**src/rtl/wdog_pkg.sv**
```systemverilog
package wdog_pkg;

  // Width of a counter that holds 0 .. n-1, never below one bit.
  function automatic int cnt_width(input int n);
    if (n <= 2) return 1;
    return $clog2(n);
  endfunction

  typedef struct packed {
    logic enable;
    logic short_sel;
  } wd_mode_t;

endpackage

```
**src/rtl/wdog_sync.sv**
```systemverilog
module wdog_sync #(
  parameter int   STAGES  = 2,
  parameter logic RST_VAL = 1'b0
) (
  input  logic clk,
  input  logic rst_n,
  input  logic d_i,
  output logic q_o
);

  logic [STAGES-1:0] chain;

  for (genvar i = 0; i < STAGES; i++) begin : g_stage
    if (i == 0) begin : g_first
      always_ff @(posedge clk or negedge rst_n) begin
        if (!rst_n) chain[0] <= RST_VAL;
        else        chain[0] <= d_i;
      end
    end else begin : g_next
      always_ff @(posedge clk or negedge rst_n) begin
        if (!rst_n) chain[i] <= RST_VAL;
        else        chain[i] <= chain[i-1];
      end
    end
  end

  assign q_o = chain[STAGES-1];

endmodule

```
**src/rtl/wdog_edge_det.sv**
```systemverilog
module wdog_edge_det (
  input  logic clk,
  input  logic rst_n,
  input  logic lvl_i,
  input  logic mask_i,
  output logic edge_o
);

  logic prev_q;

  // The copy always follows the input, so edges during a mask are lost.
  always_ff @(posedge clk or negedge rst_n) begin
    if (!rst_n) prev_q <= 1'b0;
    else        prev_q <= lvl_i;
  end

  assign edge_o = (lvl_i ^ prev_q) & ~mask_i;

endmodule

```
**src/rtl/wdog_cfg_reg.sv**
```systemverilog
module wdog_cfg_reg #(
  parameter int CFG_W     = 8,
  parameter int EN_BIT    = 7,
  parameter int SHORT_BIT = 4
) (
  input  logic             clk,
  input  logic             rst_n,
  input  logic             hold_i,
  input  logic             wr_valid_i,
  input  logic [CFG_W-1:0] wr_data_i,
  input  logic             fire_i,
  output logic             wr_acc_o,
  output logic [CFG_W-1:0] cfg_o,
  output wdog_pkg::wd_mode_t mode_o
);

  logic [CFG_W-1:0] cfg_q;
  logic [CFG_W-1:0] clr_mask;

  always_comb begin
    clr_mask            = '1;
    clr_mask[EN_BIT]    = 1'b0;
    clr_mask[SHORT_BIT] = 1'b0;
  end

  assign wr_acc_o = wr_valid_i & ~hold_i;

  always_ff @(posedge clk or negedge rst_n) begin
    if (!rst_n)         cfg_q <= '0;
    else if (fire_i)    cfg_q <= cfg_q & clr_mask;
    else if (wr_acc_o)  cfg_q <= wr_data_i;
  end

  assign cfg_o            = cfg_q;
  assign mode_o.enable    = cfg_q[EN_BIT];
  assign mode_o.short_sel = cfg_q[SHORT_BIT];

  AST_FIRE_CLEARS_BITS: assert property (@(posedge clk) disable iff (!rst_n)
    fire_i |=> (!cfg_q[EN_BIT] && !cfg_q[SHORT_BIT]));
  AST_FROZEN_IN_RESET: assert property (@(posedge clk) disable iff (!rst_n)
    hold_i |=> $stable(cfg_q));

endmodule

```
**src/rtl/wdog_timer.sv**
```systemverilog
module wdog_timer #(
  parameter int LONG_TICKS  = 16,
  parameter int SHORT_TICKS = 2
) (
  input  logic clk,
  input  logic rst_n,
  input  logic tick_i,
  input  wdog_pkg::wd_mode_t mode_i,
  input  logic beat_edge_i,
  input  logic restart_i,
  input  logic hold_i,
  output logic fire_o
);

  localparam int CW = wdog_pkg::cnt_width(LONG_TICKS);
  localparam logic [CW-1:0] LAST_LONG  = CW'(LONG_TICKS - 1);
  localparam logic [CW-1:0] LAST_SHORT = CW'(SHORT_TICKS - 1);

  logic [CW-1:0] cnt_q;
  logic          seen_q;
  logic [CW-1:0] last;
  logic          clear;

  // Short period only after a heartbeat edge since the last reset.
  assign last  = (mode_i.short_sel && seen_q) ? LAST_SHORT : LAST_LONG;
  assign clear = restart_i | beat_edge_i | ~mode_i.enable;

  assign fire_o = mode_i.enable & ~hold_i & tick_i & ~restart_i &
                  ~beat_edge_i & (cnt_q >= last);

  always_ff @(posedge clk or negedge rst_n) begin
    if (!rst_n) begin
      cnt_q  <= '0;
      seen_q <= 1'b0;
    end else if (hold_i) begin
      cnt_q  <= '0;
      seen_q <= 1'b0;
    end else begin
      if (beat_edge_i) seen_q <= 1'b1;
      if (clear || fire_o) cnt_q <= '0;
      else if (tick_i)     cnt_q <= cnt_q + 1'b1;
    end
  end

  AST_EDGE_RESTARTS: assert property (@(posedge clk) disable iff (!rst_n)
    (beat_edge_i && !hold_i) |=> (cnt_q == '0));
  AST_RESET_FORGETS_BEAT: assert property (@(posedge clk) disable iff (!rst_n)
    hold_i |=> !seen_q);
  AST_WRITE_RESTARTS: assert property (@(posedge clk) disable iff (!rst_n)
    (restart_i && !hold_i) |=> (cnt_q == '0));

endmodule

```
**src/rtl/wdog_pulse.sv**
```systemverilog
module wdog_pulse #(
  parameter int PULSE_TICKS = 2
) (
  input  logic clk,
  input  logic rst_n,
  input  logic tick_i,
  input  logic start_i,
  output logic active_o
);

  localparam int PW = wdog_pkg::cnt_width(PULSE_TICKS);
  localparam logic [PW-1:0] LAST = PW'(PULSE_TICKS - 1);

  logic          active_q;
  logic [PW-1:0] pcnt_q;

  always_ff @(posedge clk or negedge rst_n) begin
    if (!rst_n) begin
      active_q <= 1'b0;
      pcnt_q   <= '0;
    end else if (!active_q) begin
      if (start_i) begin
        active_q <= 1'b1;
        pcnt_q   <= '0;
      end
    end else if (tick_i) begin
      if (pcnt_q == LAST) active_q <= 1'b0;
      else                pcnt_q   <= pcnt_q + 1'b1;
    end
  end

  assign active_o = active_q;

  AST_PULSE_STARTS: assert property (@(posedge clk) disable iff (!rst_n)
    (!active_q && start_i) |=> active_q);
  AST_PULSE_HOLDS: assert property (@(posedge clk) disable iff (!rst_n)
    (active_q && !tick_i) |=> active_q);

endmodule

```
**src/rtl/wdog_supervisor.sv**
```systemverilog
module wdog_supervisor #(
  parameter int LONG_TICKS  = 16,
  parameter int SHORT_TICKS = 2,
  parameter int PULSE_TICKS = 2,
  parameter int SYNC_STAGES = 2,
  parameter int CFG_W       = 8,
  parameter int EN_BIT      = 7,
  parameter int SHORT_BIT   = 4
) (
  input  logic             clk,
  input  logic             rst_n,
  input  logic             tick_i,
  input  logic             beat_i,
  input  logic             mr_n_i,
  input  logic             cfg_valid_i,
  output logic             cfg_ready_o,
  input  logic [CFG_W-1:0] cfg_data_i,
  output logic [CFG_W-1:0] cfg_q_o,
  output logic             sys_rst_o,
  output logic             sys_rst_no
);

  logic beat_s, mr_n_s, beat_edge, fire, wr_acc, in_rst;
  wdog_pkg::wd_mode_t mode;

  wdog_sync #(.STAGES(SYNC_STAGES), .RST_VAL(1'b0)) i_beat_sync (
    .clk(clk), .rst_n(rst_n), .d_i(beat_i), .q_o(beat_s));

  wdog_sync #(.STAGES(SYNC_STAGES), .RST_VAL(1'b1)) i_mr_sync (
    .clk(clk), .rst_n(rst_n), .d_i(mr_n_i), .q_o(mr_n_s));

  wdog_edge_det i_beat_edge (
    .clk(clk), .rst_n(rst_n), .lvl_i(beat_s), .mask_i(in_rst), .edge_o(beat_edge));

  wdog_cfg_reg #(.CFG_W(CFG_W), .EN_BIT(EN_BIT), .SHORT_BIT(SHORT_BIT)) i_cfg (
    .clk(clk), .rst_n(rst_n), .hold_i(in_rst), .wr_valid_i(cfg_valid_i),
    .wr_data_i(cfg_data_i), .fire_i(fire), .wr_acc_o(wr_acc),
    .cfg_o(cfg_q_o), .mode_o(mode));

  wdog_timer #(.LONG_TICKS(LONG_TICKS), .SHORT_TICKS(SHORT_TICKS)) i_timer (
    .clk(clk), .rst_n(rst_n), .tick_i(tick_i), .mode_i(mode),
    .beat_edge_i(beat_edge), .restart_i(wr_acc), .hold_i(in_rst), .fire_o(fire));

  wdog_pulse #(.PULSE_TICKS(PULSE_TICKS)) i_pulse (
    .clk(clk), .rst_n(rst_n), .tick_i(tick_i), .start_i(fire | ~mr_n_s),
    .active_o(in_rst));

  assign cfg_ready_o = ~in_rst;
  assign sys_rst_o   = in_rst;
  assign sys_rst_no  = ~in_rst;

  AST_FIRE_STARTS_PULSE: assert property (@(posedge clk) disable iff (!rst_n)
    fire |=> sys_rst_o);
  AST_NO_FIRE_DISABLED: assert property (@(posedge clk) disable iff (!rst_n)
    !cfg_q_o[EN_BIT] |-> !fire);

endmodule

```
**config.mk**
```make
export PLATFORM = sky130hd
export DESIGN_NAME = wdog_supervisor
export DESIGN_NICKNAME = d
export VERILOG_FILES = /design/src/rtl/wdog_pkg.sv /design/src/rtl/wdog_sync.sv /design/src/rtl/wdog_edge_det.sv /design/src/rtl/wdog_cfg_reg.sv /design/src/rtl/wdog_timer.sv /design/src/rtl/wdog_pulse.sv /design/src/rtl/wdog_supervisor.sv
export SDC_FILE = /design/constraint.sdc
export NUM_CORES = 1
export LEC_CHECK = 0
export ABC_AREA = 1
export CAP_MARGIN = 20
export CORE_AREA = 2 2 62 64
export CTS_BUF_LIST = sky130_fd_sc_hd__clkbuf_8
export CTS_CLUSTER_DIAMETER = 30
export CTS_CLUSTER_SIZE = 12
export DETAILED_ROUTE_END_ITERATION = 10
export DIE_AREA = 0 0 64 66
export GPL_TIMING_DRIVEN = 0
export HOLD_SLACK_MARGIN = 0.1
export PLACE_DENSITY_LB_ADDON = 0.08
export SKIP_CTS_REPAIR_TIMING = 1
export SYNTH_ARGS = -nofsm -noshare
export SYNTH_HDL_FRONTEND = slang
export SYNTH_SLANG_ARGS = --single-unit
```
**constraint.sdc**
```tcl
create_clock -name clk -period 2.4 [get_ports clk]
set_input_delay 0.36 -clock clk [delete_from_list [all_inputs] [get_ports clk]]
set_output_delay 0.36 -clock clk [all_outputs]
set_load 0.02 [all_outputs]
```
-- Yosys cells after proc, flatten, opt, wreduce, memory -nomap -nowiden
Cells that the tools add are included.
- logic and storage cells: 56
- output and inout port bits: 11
- input bits: 14
- bits in registers: 20
- $add $sub $neg: 2
- equal/unequal tests: 1
- mux-type cells: 16
- reductions and logical operators: 8
- bitwise gates (word level): 17
- $lt $le $gt $ge: 1
- operators with widths (kind ; number):
    4-bit two-way mux ; 4
    8-bit two-way mux ; 2
    1-bit two-way mux ; 10
    1-bit AND ; 7
    1-bit NOT ; 6
    2-bit nonzero test ; 3
    4-bit by 1-bit adder with 4-bit output, second input constant ; 1
    4-bit greater-or-equal comparator ; 1
    2-bit AND reduction ; 2
    1-bit OR ; 3
    3-bit nonzero test ; 1
    2-bit inequality test, second input constant ; 1
    1-bit adder, second input constant ; 1
    1-bit logical AND ; 1
    1-bit logical OR ; 1
    1-bit XOR ; 1

-- Logic depth before layout (Yosys ltp)
Gate-level depths: netlist (run 1).
- depth in word-level cells: 9
- gate-level depth with buffers: 8
- gate-level depth less buffers: 8

-- Modules after synthesis
A second synthesis (run 1) with hierarchy kept.
- cells, all modules: 104
- area total of the unflattened synthesis: 937.1 µm²
- modules (own cells, without submodules) (module ; cells each ; sequential area each (µm²) ; area an instance (µm²) ; instances):
    wdog_cfg_reg ; 42 ; 200.2 ; 387.9 ; 1
    wdog_timer ; 38 ; 125.1 ; 301.5 ; 1
    wdog_pulse ; 10 ; 50.0 ; 82.6 ; 1
    wdog_sync at i_mr_sync ; 2 ; 52.6 ; 52.6 ; 1
    wdog_sync at i_beat_sync ; 2 ; 50.0 ; 50.0 ; 1
    wdog_edge_det ; 6 ; 25.0 ; 43.8 ; 1
    wdog_supervisor ; 4 ; 0.0 ; 18.8 ; 1

-- Least setup slack after synthesis (run 1)
Ideal clock, no wire load.
- kind: flip-flop to flip-flop
- from: register i_pulse.active_q, in the netlist i_pulse.active_o
- to: register i_cfg.cfg_q[4], in the netlist i_cfg.cfg_o[4]
- stages on the path, launching flop included: 9
- arrival time: 1199 ps
- slack: 1084 ps
- clock period less this slack: 1316 ps
- library setup time: 117 ps
- path buffers: 0
- data required time: 2283 ps
- cells stage by stage: dfrtp_1 > inv_2 > nand2_1 > a21oi_2 > nand2_2 > nor2_1 > nor2_1 > nand2_1 > nand2_1
- word-level cells in the longest chain between the ends: 7
- elaborated cells between the ends (all ways): 12
- classes of those cells: mux: 1; bitwise: 10; reduce/logical: 1
- RTL lines (what ; RTL line ; RTL):
    start, declared ; wdog_pulse.sv:14 ; logic active_q;
    start signal, assigned ; wdog_pulse.sv:19 ; active_q <= 1'b0;
    start signal, assigned ; wdog_pulse.sv:23 ; active_q <= 1'b1;
    start signal, assigned ; wdog_pulse.sv:27 ; if (pcnt_q == LAST) active_q <= 1'b0;
    1-bit NOT (*) ; -- ;
    net cfg_ready_o ; wdog_supervisor.sv:16 ; output logic cfg_ready_o,
    1-bit AND, on equally long branches ; wdog_timer.sv:28, wdog_cfg_reg.sv:26 ;
    1-bit AND or 1-bit NOT (tied branches) ; wdog_timer.sv:28 ; assign fire_o = mode_i.enable & ~hold_i & tick_i & ~restart_i &
    1-bit AND (2 in a row) ; wdog_timer.sv:28 ;
    1-bit AND ; wdog_timer.sv:29 ; ~beat_edge_i & (cnt_q >= last);
    8-bit two-way mux or 2-bit nonzero test (tied branches) ; -- ;
    end signal, assigned ; wdog_cfg_reg.sv:30 ; else if (fire_i) cfg_q <= cfg_q & clr_mask;
    end signal, assigned ; wdog_cfg_reg.sv:31 ; else if (wr_acc_o) cfg_q <= wr_data_i;
    end, declared ; wdog_cfg_reg.sv:17 ; logic [CFG_W-1:0] cfg_q;
Mark *: on every way through the listed nets, which the timed path passes. The rest lies on a longest branch.
A chain may end at the register's enable or synchronous reset.

-- Worst setup path after layout (run 1)
- from: register i_pulse.active_q, in the netlist i_pulse.active_o
- to: output sys_rst_no
- word-level cells in the longest chain between the ends: 1
- RTL lines (what ; RTL line ; RTL):
    1-bit NOT ; wdog_supervisor.sv:50 ; assign sys_rst_no = ~in_rst;
    end, declared ; wdog_supervisor.sv:20 ; output logic sys_rst_no
No other way between the ends.

==> run metrics, run 1 <==
insertion delay to the later sink of the worst-skew pair 0.25 ns; skew final roughly 0.00066 ns; max frequency about 520 MHz; Seq cells post-synth 20; fin. max-slew vios 0; n_diodes 0; antenna-violating nets left 0; flop2flop setup slack between 1 and 1.5 ns; initial cell density of the core 24.1%; clk slew on worst S/H paths 0.07 ns; CP endpoint kind output pin; Synth area leader dfrtp_1; DP Wirelength between 1000 and 1500 um; Worst Path Max Fanout 7; first-iteration detailed-routing DRC count 59; number of port buffers 24; DRC viols 0; row count 22; Min Hold Slack 0.310 ns; fin crit period around 1.9 ns; Max Cap Viol 0; vias in the first global route between 600 and 700; cell count after synthesis 95; share of cells above drive strength 1 about 16%; pre-CTS setup slack roughly 0.76 ns; Final Setup Violations 0; Tightest Pin Transition between 0.2 and 0.3 ns; Worst setup SP type flip-flop; status complete, no violations; share of the synthesized area in the top cell type between 50% and 60%; Worst Setup SP i_pulse.active_o; Hold Path Class in -> async; main area contributors after synthesis dfrtp_1, nand2_1, dfstp_2, inv_1, nand3_2; largest net degree at the start of global routing 21; Core Util, Final 35.4%; TritonCTS Buffers 3; CP Data Required Time 2.04 ns; Filler cells 374; most frequent cell after synthesis nand2_1; Synth Warn # 0; r2r worst-path depth 8; Syn Nets between 100 and 150; Pre-Repair DR Iteration Count 3; gr ovfl total 0; drt via density a little under 4; final worst slack ~0.49 ns; RSZ-0062 raised after global routing false; WL final 1710 um; max reg flops 8; I/O pin cnt 25; clock root buffer clkbuf_8; power density cells around 1100 nW/um^2; count of cell types in the netlist 21; via count around 660; Setup TNS 0 ns; Area Overhead vs Synth 46.6%; clock sinks 20; synthesized area per cell ~9 sq um; DIE AREA 4220 sq um; Slew Limit Headroom around 82%; htree depth 1; TritonCTS clock tree built; final hold violations 0; commonest cells in the netlist nand2_1, dfrtp_1, inv_1, nor2_1, o21ai_1; GPL Wtd Cong roughly 0.7; final period utilization 79.7%; Core Area around 3600 sq um; initial antenna violation count 0; Total Routing Usage GR roughly 9.0%; kind of critical path reg -> out; Die Ht 66 um; Die Wd around 64 um; Peak VDD IR ~0.36 mV; commonest register cell after synthesis dfrtp_1; sequential fraction of the synthesis area between 50% and 60%; Mapped Area 857 sq um; CP arrival 1.55 ns; Worst R2R End i_cfg.cfg_o[7]; Post-synth EDFFs 0; FFs w/ async S/R, synth 100%; clk buf depth 2; Leakage 0.584 nW; first-pass GRT wire length ~2900 um; end point of the critical path sys_rst_no; WL per Instance between 9 and 10 um; RR Startpoint i_pulse.active_o; fin nets 140
-- per-layer routing --
layer,global-route usage (%),vias to the layer above,part of all wire [%]
met5,0,-,0
met4,2.45,0,0.47
met3,3.58,2,5.5
met2,14.8,18,46
met1,10.8,295,48
li1,-,349,-
-- per-stage QoR --
| step | cell area (sq um) | std cells | power (W) |
|---|---|---|---|
| 6_report | 1260 | 172 | 0.00139 |
| 5_1_grt | 1260 | 172 | 0.00149 |
| 4_1_cts | 1230 | 171 | 0.00141 |
| 3_5_place_dp | 1160 | 167 | 0.00107 |
| 3_3_place_gp | 1160 | 167 | 0.00106 |
| 2_1_floorplan | 857 | 95 | 0.000808 |
-- worst max-delay path, cell delays in order (launching register included) --
cell,delay (ns)
dfrtp_1,0.45
inv_2,0.15
buf_4,0.12
clkdlybuf4s50_1,0.58
-- layout by cell type, fill, tap and decap left out, types with 2 or more instances in the layout --
cell type	netlist	layout
nand3_2	2	2
clkinv_1	2	2
nand2_2	2	2
dfstp_2	2	2
nor2_1	5	5
o21ai_1	4	4
inv_1	7	7
nand2_1	39	39
clkdlybuf4s50_1	0	24
a21oi_1	2	2
inv_2	2	2
dfrtp_1	18	18
clkbuf_8	0	3
-- cell families after synthesis --
kind of cell	count (synthesis)	synth area share (%)
AOI/OAI and AO/OA	9	6.86
xor gates and xnor gates	1	1.02
adders and majority gates	1	1.46
buffers and inverters	13	6.28
DFF	20	58.7
and+or+nand+nor	51	25.7
-- how the worst min path moves through the flow --
stage | to | start | slack [ns] | cells past startpoint
2_1_floorplan | i_beat_edge.prev_q | rst_n | 0.06 | 0
3_3_place_gp | i_beat_sync.q_o | i_beat_sync.chain[0] | 0.33 | 0
3_5_place_dp | i_beat_sync.q_o | i_beat_sync.chain[0] | 0.33 | 0
4_1_cts | i_beat_sync.q_o | i_beat_sync.chain[0] | 0.35 | 0
5_1_grt | i_timer.cnt_q[3] | rst_n | 0.30 | 1
6_report | i_timer.cnt_q[3] | rst_n | 0.31 | 1
-- cell type report --
type	count	area (sq um)	share of cell area, %
flip-flops and latches	20	503	40.0
multi-input cells	62	300	23.9
repair buffers	25	268	21.3
well taps	48	60.1	4.78
clock buffers	3	41.3	3.29
inverters	11	41.3	3.29
clock inverters	1	30.0	2.39
plain buffers	2	12.5	0.996
-- power breakdown --
group	switching, W	internal [W]
Combinational	0.000298	0.000254
Sequential	0.0000706	0.000436
Clock	0.000112	0.000222
(Power assumes the default switching activity.)
==> run 2: changes to the inputs <==
clock period = 1.8 ns   (was 2.4 ns; I/O delays follow)
==> run metrics, run 2 (synthesized netlist as in run 1, its figures left out) <==
clk buf depth 2 (unchanged); insertion delay to the later sink of the worst-skew pair 0.25 ns (about the same); Tightest Pin Transition 0.263 ns (unchanged); DRC viols 0 (unchanged); DIE AREA 4220 sq um (unchanged); status complete, no violations; Slew Limit Headroom 82.4% (unchanged); Hold Path Class in -> async; CP endpoint kind output pin; fin. max-slew vios 0 (unchanged); Leakage 0.594 nW (+1.7%); Area Overhead vs Synth 46.9%; initial cell density of the core 24.1% (unchanged); first-iteration detailed-routing DRC count 59 (unchanged); gr busiest metal met2; drt via density 3.86 (unchanged); Final Setup Violations 0 (unchanged); CP arrival 1.47 ns (-0.08 ns); M2 GR Usage 14.8% (unchanged); fin nets 140 (unchanged); first-pass GRT wire length 2910 um (unchanged); Pre-Repair DR Iteration Count 3 (unchanged); via count 664 (unchanged); Core Util, Final 35.4% (+0.071 points); fin crit period ~1.7 ns; slowest stage delay, CP 0.62 ns (+0.04 ns); WL per Instance 9.98 um (+0.12%); max frequency around 570 MHz; clk slew on worst S/H paths 0.07 ns (about the same); Max Cap Viol 0 (unchanged); Worst setup SP type flip-flop; WL final 1720 um (+0.12%); n_diodes 0 (unchanged); clock sinks 20 (unchanged); Worst Path Max Fanout 7 (unchanged); DP Wirelength 1250 um (unchanged); row count 22 (unchanged); dpl cell area 1160 sq um (unchanged); Core Area 3550 sq um (unchanged); commonest non-fill, non-tap cell in the layout nand2_1; Die Ht 66 um (unchanged); TritonCTS clock tree built; slowest cell on the critical path clkdlybuf4s50_1; clock root buffer clkbuf_8; skew final 0.000657 ns (unchanged); share of cells above drive strength 1 16.1% (unchanged); Die Wd 64 um (unchanged); TritonCTS Buffers 3 (unchanged); antenna-violating nets left 0 (unchanged); met1 usage 10.8% (unchanged); gr ovfl total 0 (unchanged); kind of critical path reg -> out; Min Hold Slack 0.220 ns (-0.0900 ns); vias in the first global route 660 (unchanged); power density cells 1470 nW/um^2 (+33%); crit path cell chain inv_2 > clkdlybuf4s50_1; htree depth 1 (unchanged); RSZ-0062 raised after global routing false; number of port buffers 24 (unchanged); GPL Wtd Cong 0.704 (unchanged); Peak VDD IR 0.479 mV (+33%); initial antenna violation count 0 (unchanged); final period utilization around 97%; Total Routing Usage GR 8.97% (unchanged); met3 Usage GRT 3.58% (unchanged); max reg flops 8 (unchanged); r2r worst-path depth 8 (unchanged); largest net degree at the start of global routing 21 (unchanged); CP Data Required Time 1.53 ns (-0.51 ns); Setup TNS 0 ns (unchanged); final instance area 1260 sq um (+0.20%); commonest non-fill, non-tap cells in the layout nand2_1, clkdlybuf4s50_1, dfrtp_1; I/O pin cnt 25 (unchanged); final hold violations 0 (unchanged)
[run 2: cell count changes in the layout (fill, tap and decap cells not counted)]
cell             previous run  this run
clkdlybuf4s50_1            24        23
dlymetal6s2s_1              0         1
[run 2: final cells by class]
cell class	instances	area (sq um)
Inverter	11	41.3
Fill cell	374	2290
Timing Repair Buffer	25	270
Buffer	2	12.5
Sequential cell	20	503
Multi-Input combinational cell	62	300
Clock inverter	1	30.0
Clock buffer	3	41.3
Tap cell	48	60.1
[run 2: per-layer routing]
metal  wire, um  part of all wire, %  vias up
li1           -                    -      349
met1        824                   48      295
met2        786                   46       18
met3         95                  5.5        2
met4          8                 0.47        0
met5          0                    0        -
[run 2: through the flow]
| step | power [W] | instances | setup WS (ns) |
|---|---|---|---|
| 2_1_floorplan | 0.00108 | 95 | 0.484 |
| 3_3_place_gp | 0.00142 | 167 | 0.241 |
| 3_5_place_dp | 0.00143 | 167 | 0.254 |
| 4_1_cts | 0.00189 | 171 | -0.0379 |
| 5_1_grt | 0.00198 | 172 | 0.00302 |
| 6_report | 0.00185 | 172 | 0.0600 |
[run 2: critical path, delay by kind of cell (launching register included)]
kind	cells	cell delay, ns
buffers and inverters	2	0.77
flip-flops	1	0.45
[run 2: worst paths after layout]
path	start	slack [ns]	endpoint
setup / recovery	i_pulse.active_o	0.06	cfg_ready_o
hold / removal	rst_n	0.22	i_timer.cnt_q[3]
setup reg to reg	i_pulse.active_o	0.53	i_cfg.cfg_o[7]
hold reg to reg	i_beat_sync.chain[0]	0.35	i_beat_sync.q_o
max in group asynchronous	rst_n	1.15	i_mr_sync.chain[0]
min in group clk	i_beat_sync.chain[0]	0.35	i_beat_sync.q_o
[run 2: power breakdown]
part           leakage [nW]  internal, W  switching [W]
clock                0.0357     0.000297       0.000149
combinational         0.312     0.000336       0.000397
sequential            0.246     0.000581      0.0000941
==> run 3: changes to the inputs <==
CORE_AREA = 5 5 50 52   (was 2 2 62 64)
DIE_AREA = 0 0 55 57   (was 0 0 64 66)
==> run metrics, run 3 (synthesized netlist as in run 1, its figures left out) <==
status complete, no violations; vias in the first global route 619 (-6.2%); dpl cell area 1130 sq um (-2.2%); fin. max-slew vios 0 (unchanged); Core Util, Final 57.2% (+22 points); WL per Instance 10.3 um (+3.2%); RSZ-0062 raised after global routing false; insertion delay to the later sink of the worst-skew pair 0.25 ns (about the same); Hold Path Class reg -> reg; Placed Cells 147 (-12%); via count 668 (+0.60%); Critical Path Stages 2 (unchanged); DRC viols 0 (unchanged); Area Overhead vs Synth 37.7%; number of port buffers 24 (unchanged); flop2flop setup slack 0.53 ns (about the same); crit path cell chain inv_2 > clkdlybuf4s50_1; TritonCTS clock tree built; CP Data Required Time 1.53 ns (about the same); initial antenna violation count 0 (unchanged); drt via density 4.42 (+15%); Total Routing Usage GR 11.5% (+2.5 points); end point of the critical path cfg_ready_o; Leakage 0.573 nW (-3.6%); max frequency 574 MHz (-0.11%); skew final 0.00302 ns (+0.00236 ns); final non-filler cell total 151 (-12%); clock network fraction of total power 16.8% (-7.2 points); slowest stage delay, CP 0.62 ns (about the same); DIE AREA 3140 sq um (-26%); GPL Wtd Cong 0.696 (-1.1%); TritonCTS Buffers 3 (unchanged); CP top delay family buffers and inverters; kind of critical path reg -> out; antenna-violating nets left 0 (unchanged); clock sinks 20 (unchanged); Tightest Pin Transition 0.863 ns (+0.600 ns); power density cells 1420 nW/um^2 (-3.3%); first-iteration detailed-routing DRC count 4 (-93%); logic gate share of total power 42.9% (+3.3 points); Switch Pwr 0.000618 W (-3.4%); Die Wd 55 um (-14%); clk buf depth 2 (unchanged); hold depth 0; RR Startpoint i_pulse.active_o; largest net degree at the start of global routing 21 (unchanged); row count 17 (-23%); slowest cell on the critical path clkdlybuf4s50_1; commonest non-fill, non-tap cells in the layout nand2_1, clkdlybuf4s50_1, dfrtp_1; Pre-Repair DR Iteration Count 4 (+1); Die Ht 57 um (-14%); final worst slack 0.0581 ns (-0.00192 ns); Worst setup SP type flip-flop; Final Setup Violations 0 (unchanged); Switching Fraction 36.8% (+2.2 points); commonest non-fill, non-tap cell in the layout nand2_1; n_diodes 0 (unchanged); clk slew on worst S/H paths 0.06 ns (about the same); WL final 1550 um (-9.4%); Worst Path Max Fanout 7 (unchanged); sequential power share 40.4% (+4.0 points); Min Hold Slack 0.356 ns (+0.136 ns); Peak VDD IR 0.828 mV (+73%); final period utilization 96.8% (+0.11 points); Pint 0.00106 W (-12%); Worst Setup SP i_pulse.active_o; Max Cap Viol 0 (unchanged); pre-CTS setup slack 0.245 ns (-0.00935 ns); Slew Limit Headroom 42.3% (-40 points); gr ovfl total 0 (unchanged); htree depth 1 (unchanged); I/O pin cnt 25 (unchanged); initial cell density of the core 41.5% (+17 points); DP Wirelength 1200 um (-4.0%); final hold violations 0 (unchanged); fin nets 139 (-0.71%); clock root buffer clkbuf_8; first-pass GRT wire length 2640 um (-9.2%); CP arrival 1.47 ns (about the same); CP endpoint kind output pin; CP bufs+invs 2 (unchanged); Core Area 2060 sq um (-42%); max reg flops 8 (unchanged); r2r worst-path depth 8 (unchanged); Worst R2R End i_cfg.cfg_o[4]; share of cells above drive strength 1 14.6% (-1.5 points); fin crit period 1.74 ns (+0.00192 ns); Hold Crit Start i_beat_sync.chain[0]; final instance area 1180 sq um (-6.3%)
-- run 3: worst min-delay path by stage --
stage / endpoint
2_1_floorplan: i_beat_edge.prev_q
3_3_place_gp: i_beat_sync.q_o
5_1_grt: i_mr_sync.q_o
3_5_place_dp: i_beat_sync.q_o
4_1_cts: i_mr_sync.q_o
6_report: i_beat_sync.q_o
-- run 3: per-layer routing --
| layer | wire length (um) | track usage (%) | vias to the layer above | share of wire [%] |
|---|---|---|---|---|
| met3 | 85 | 3.39 | 4 | 5.5 |
| met4 | 26 | 5.21 | 0 | 1.7 |
| met5 | 0 | 0 | - | 0 |
| met2 | 710 | 16.2 | 18 | 46 |
| met1 | 732 | 16.1 | 301 | 47 |
| li1 | - | - | 345 | - |
-- run 3: area by class of cell --
cell class                      count  area (sq um)
Sequential cell                    20           503
Clock inverter                      1          3.75
Buffer                              2          12.5
Clock buffer                        3          41.3
Timing Repair Buffer               24           243
Fill cell                         203           883
Tap cell                           28          35.0
Inverter                           11          41.3
Multi-Input combinational cell     62           300
-- run 3: power by group through the flow --
stage          Clock [W]  Sequential [W]  Combinational [W]
3_5_place_dp           0        0.000683           0.000737
6_report        0.000282        0.000678           0.000720
3_3_place_gp           0        0.000681           0.000729
2_1_floorplan          0        0.000790           0.000286
5_1_grt         0.000314        0.000703           0.000790
4_1_cts         0.000296        0.000680           0.000736
-- run 3: through the flow --
step | setup TNS [ns] | power, W
4_1_cts | -0.0389 | 0.00171
6_report | 0 | 0.00168
2_1_floorplan | 0 | 0.00108
3_3_place_gp | 0 | 0.00141
3_5_place_dp | 0 | 0.00142
5_1_grt | 0 | 0.00181
